### config.mk
export PLATFORM = sky130hd
export DESIGN_NAME = lp_power_ctrl
export DESIGN_NICKNAME = d
export VERILOG_FILES = /design/src/rtl/lp_pkg.sv /design/src/rtl/lp_depth_sel.sv /design/src/rtl/lp_next_state.sv /design/src/rtl/lp_gate_decode.sv /design/src/rtl/lp_power_ctrl.sv
export SDC_FILE = /design/constraint.sdc
export NUM_CORES = 1
export LEC_CHECK = 0
export BUFFER_PORTS_ARGS = -buffer_cell sky130_fd_sc_hd__buf_2
export CORE_AREA = 5 5 42 44
export DETAILED_ROUTE_END_ITERATION = 8
export DIE_AREA = 0 0 47 49
export PLACE_DENSITY = 0.3
export SLEW_MARGIN = 20
export SYNTH_ARGS = -nofsm -noshare
export SYNTH_HDL_FRONTEND = slang
export SYNTH_HIERARCHICAL = 1
export SYNTH_SLANG_ARGS = --single-unit
### constraint.sdc
create_clock -name clk -period 0.8 [get_ports clk]
set_input_delay 0.08 -clock clk [delete_from_list [all_inputs] [get_ports clk]]
set_output_delay 0.08 -clock clk [all_outputs]
set_load 0.02 [all_outputs]
### src/rtl/lp_pkg.sv
package lp_pkg;

    localparam int LP_STATE_W = 2;

    typedef enum logic [LP_STATE_W-1:0] {
        LP_RUN   = 2'd0,
        LP_SLEEP = 2'd1,
        LP_DEEP  = 2'd2,
        LP_STBY  = 2'd3
    } lp_state_e;

    typedef struct packed {
        logic tmr;
        logic ser;
        logic perf;
        logic dma;
    } lp_en_s;

    localparam lp_en_s LP_ALL_ON = '{tmr: 1'b1, ser: 1'b1, perf: 1'b1, dma: 1'b1};

    // Sleep depth chosen from the two select bits; standby has priority.
    function automatic lp_state_e lp_pick_depth(input logic stby, input logic deep);
        if (stby)      return LP_STBY;
        else if (deep) return LP_DEEP;
        else           return LP_SLEEP;
    endfunction

endpackage

### src/rtl/lp_depth_sel.sv
module lp_depth_sel
    import lp_pkg::*;
(
    input  logic      stby_sel,
    input  logic      deep_sel,
    output lp_state_e depth
);
    always_comb depth = lp_pick_depth(stby_sel, deep_sel);
endmodule

### src/rtl/lp_next_state.sv
module lp_next_state
    import lp_pkg::*;
(
    input  lp_state_e cur,
    input  logic      sleep_req,
    input  logic      wake,
    input  lp_state_e depth,
    output lp_state_e nxt
);
    always_comb begin
        nxt = cur;
        if (cur == LP_RUN) begin
            if (sleep_req) nxt = depth;
        end else if (wake) begin
            nxt = LP_RUN;
        end
    end
endmodule

### src/rtl/lp_gate_decode.sv
module lp_gate_decode
    import lp_pkg::*;
(
    input  lp_state_e state,
    output lp_en_s    en
);
    always_comb begin
        en = LP_ALL_ON;
        unique case (state)
            LP_DEEP: en.dma = 1'b0;
            LP_STBY: begin
                en.tmr  = 1'b0;
                en.ser  = 1'b0;
                en.perf = 1'b0;
            end
            default: en = LP_ALL_ON;
        endcase
    end
endmodule

### src/rtl/lp_power_ctrl.sv
module lp_power_ctrl
    import lp_pkg::*;
(
    input  logic                  clk,
    input  logic                  rst,
    input  logic                  sleep_req,
    input  logic                  stby_sel,
    input  logic                  deep_sel,
    input  logic                  wake,
    output logic [LP_STATE_W-1:0] state_o,
    output logic                  en_tmr,
    output logic                  en_ser,
    output logic                  en_perf,
    output logic                  en_dma
);
    lp_state_e state_q;
    lp_state_e state_d;
    lp_state_e depth;
    lp_en_s    en;

    lp_depth_sel u_depth (
        .stby_sel (stby_sel),
        .deep_sel (deep_sel),
        .depth    (depth)
    );

    lp_next_state u_next (
        .cur       (state_q),
        .sleep_req (sleep_req),
        .wake      (wake),
        .depth     (depth),
        .nxt       (state_d)
    );

    always_ff @(posedge clk) begin
        if (rst) state_q <= LP_RUN;
        else     state_q <= state_d;
    end

    lp_gate_decode u_gate (
        .state (state_q),
        .en    (en)
    );

    assign state_o = state_q;
    assign en_tmr  = en.tmr;
    assign en_ser  = en.ser;
    assign en_perf = en.perf;
    assign en_dma  = en.dma;
endmodule

==> flow_summary.yaml <==
critical_path:
  path_class: "flip-flop to output port"
  worstSetupEndpointType: "output port"
  required_ns: 0.72
  cp-start-kind: "flip-flop"
  cp_max_fo: 5
  arrival_ns: 0.84
finish:
  drive_gt1_share_pct: 69.2
  largest_reg_flops: 2
  syn_to_final_growth_pct: 109
  instances_no_fill: 42
  nNetsFinal: 34
  n_antenna_cell: 0
  n_fill_cell: 163
logic_synthesis:
  yosysWarnings: 6
  syn_inst: 14
  muxShareOfSynthArea_pct: 16.0
  synth_top_family_by_area: "simple AND/OR/NAND/NOR gates"
  synth_fp_nets: 20
  yosys.area_share.adder_pct: 0
  synth-compound-area-share_pct: 0
  ys_seq_elements: 2
  syn_area_per_cell_sq_um: 8.94
  synth_cell_types: 8
  yosys.area_share.simple_pct: 40.0
  synth_xor_area_share_pct: 0
  synth_area_sq_um: 125
  seq_area_frac_synth_pct: 32.0
clock_tree:
  numCtsBuffers: 3
  ctsHoldBuffers: 0
  clk_pin_slew_ns: 0.03
  cts_root_buf: "clkbuf_4"
  cts_buffer_depth: 2
  tritoncts: "done"
  cts_num_sinks: 2
  htreeDepth: 1
  clk_latency_ns: 0.23
global_route:
  antenna_found_initial: 0
  grt_usage_pct: 4.50
  grt_start_max_net_pins: 6
  grt_pass1_wl_um: 662
  grt.overflow.total: 0
  grt_pass1_vias: 162
timing:
  tightestPinTransition_ns: 0.112
  slew_headroom_pct: 92.4
  tns_ns: -0.562
  post-route-period-util_pct: 115
  fin_crit_ns: 0.921
  finalSetupViolCount: 8
  fmax_ghz: 1.09
  slew_violations: 0
  finalClockSkew_ns: 0.00184
  worst_slack_ns: -0.121
  hold_viol_final: 0
  rsz0062_at_grt: "yes"
route:
  routed_wl_um: 367
  ant_nets: 0
  vias: 150
  drcViolationCount: 0
  dr.pass1.iters: 2
  detail_route.wl_per_cell_um: 8.74
  drt_iter0_drc: 2
  viasPerCell: 3.57
floorplan:
  dieHeight_um: 49
  start_util_pct: 8.93
  die_x_um: 47
  fp.dieArea_sq_um: 2300
  std_cell_rows: 14
  io_pins: 12
  core_sq_um: 1400
place:
  port-buffer-count: 11
  dp_cells: 39
  gp_congestion: 0.615
power_and_ir_drop:
  p_per_area_nw_per_um2: 1720
  vdd_drop_max_mv: 0.576
  p_leak_nw: 0.123
job:
  max_cap_violations: 0
outcome:
  violations: "negative setup slack"
  status: "finished with violations"
min_path:
  min_path_type: "primary input to flip-flop"
==> synth_stat cells <==
cell | n | area share, %
buf_4 | 2 | 12
dfxtp_1 | 2 | 32
mux2i_1 | 2 | 16
nand2_1 | 1 | 3.0
nand2b_1 | 2 | 10
nand3b_1 | 2 | 12
nor2b_1 | 2 | 10
or2_1 | 1 | 5.0
==> logic make-up (layout without fill, tap and decap cells) <==
family / after synthesis / after routing
simple gates: 8 / 8
mux: 2 / 2
flops: 2 / 2
buf+inv: 2 / 14
==> layer usage <==
layer / vias to the layer above / global-route usage (%) / share of wire [%]
met5: - / 0 / 0
met4: 0 / 5.53 / 4.4
met3: 4 / 4.06 / 18
met2: 14 / 4.75 / 34
met1: 64 / 4.37 / 44
li1: 68 / - / -
==> worst max-delay path, stage by stage (launching register included) <==
cell	delay, ns
dfxtp_4	0.35
nand2b_4	0.14
buf_6	0.12
==> placed cells by master (no fill, tap or decap), drive strengths merged <==
cell and n:
buf 11, clkbuf 3, nor2b 2, dfxtp 2, nand3b 2, mux2i 2, nand2b 2, or2 1
nand2 1
==> final timing paths <==
kind              start         end  slack, ns  depth (start not counted)
min                 rst  state_o[1]       0.02                          2
max          state_o[0]      en_dma      -0.12                          2
min reg2reg  state_o[0]  state_o[0]       0.60                          2
max reg2reg  state_o[1]  state_o[0]      -0.03                          3
==> metrics by stage <==
step	power [mW]	hold WS, ns	cell area [sq um]	utilization, %	setup slack [ns]
after floorplan	0.168	0.142	135	-	0.00613
final	0.449	0.0154	262	18.7	-0.121
after CTS	0.452	0.0102	240	17.1	-0.127
after global placement	0.199	0.247	195	13.9	-0.0166
after detailed placement	0.199	0.250	195	13.9	-0.00984
after global routing	0.491	0.0128	262	18.7	-0.158
==> repair_timing <==
item	4_1_cts	5_1_grt
pin swaps	0	0
setup endpoints to repair	8	8
setup buffers	0	0
gates resized for setup	6	6
==> where the power goes <==
part / internal [mW] / switching [mW] / total [mW]
Clock: 0.166 / 0.0604 / 0.226
Combinational: 0.0567 / 0.0400 / 0.0967
Sequential: 0.108 / 0.0182 / 0.126
Total: 0.330 / 0.119 / 0.449
==> layout make-up <==
type,instances,area [sq um],area share (%)
repair buffers,11,86.3,33.0
multi-input cells,10,85.1,32.5
flip-flops and latches,2,47.5,18.2
clock buffers,3,22.5,8.61
well taps,16,20.0,7.66
(Power assumes the default switching activity.)
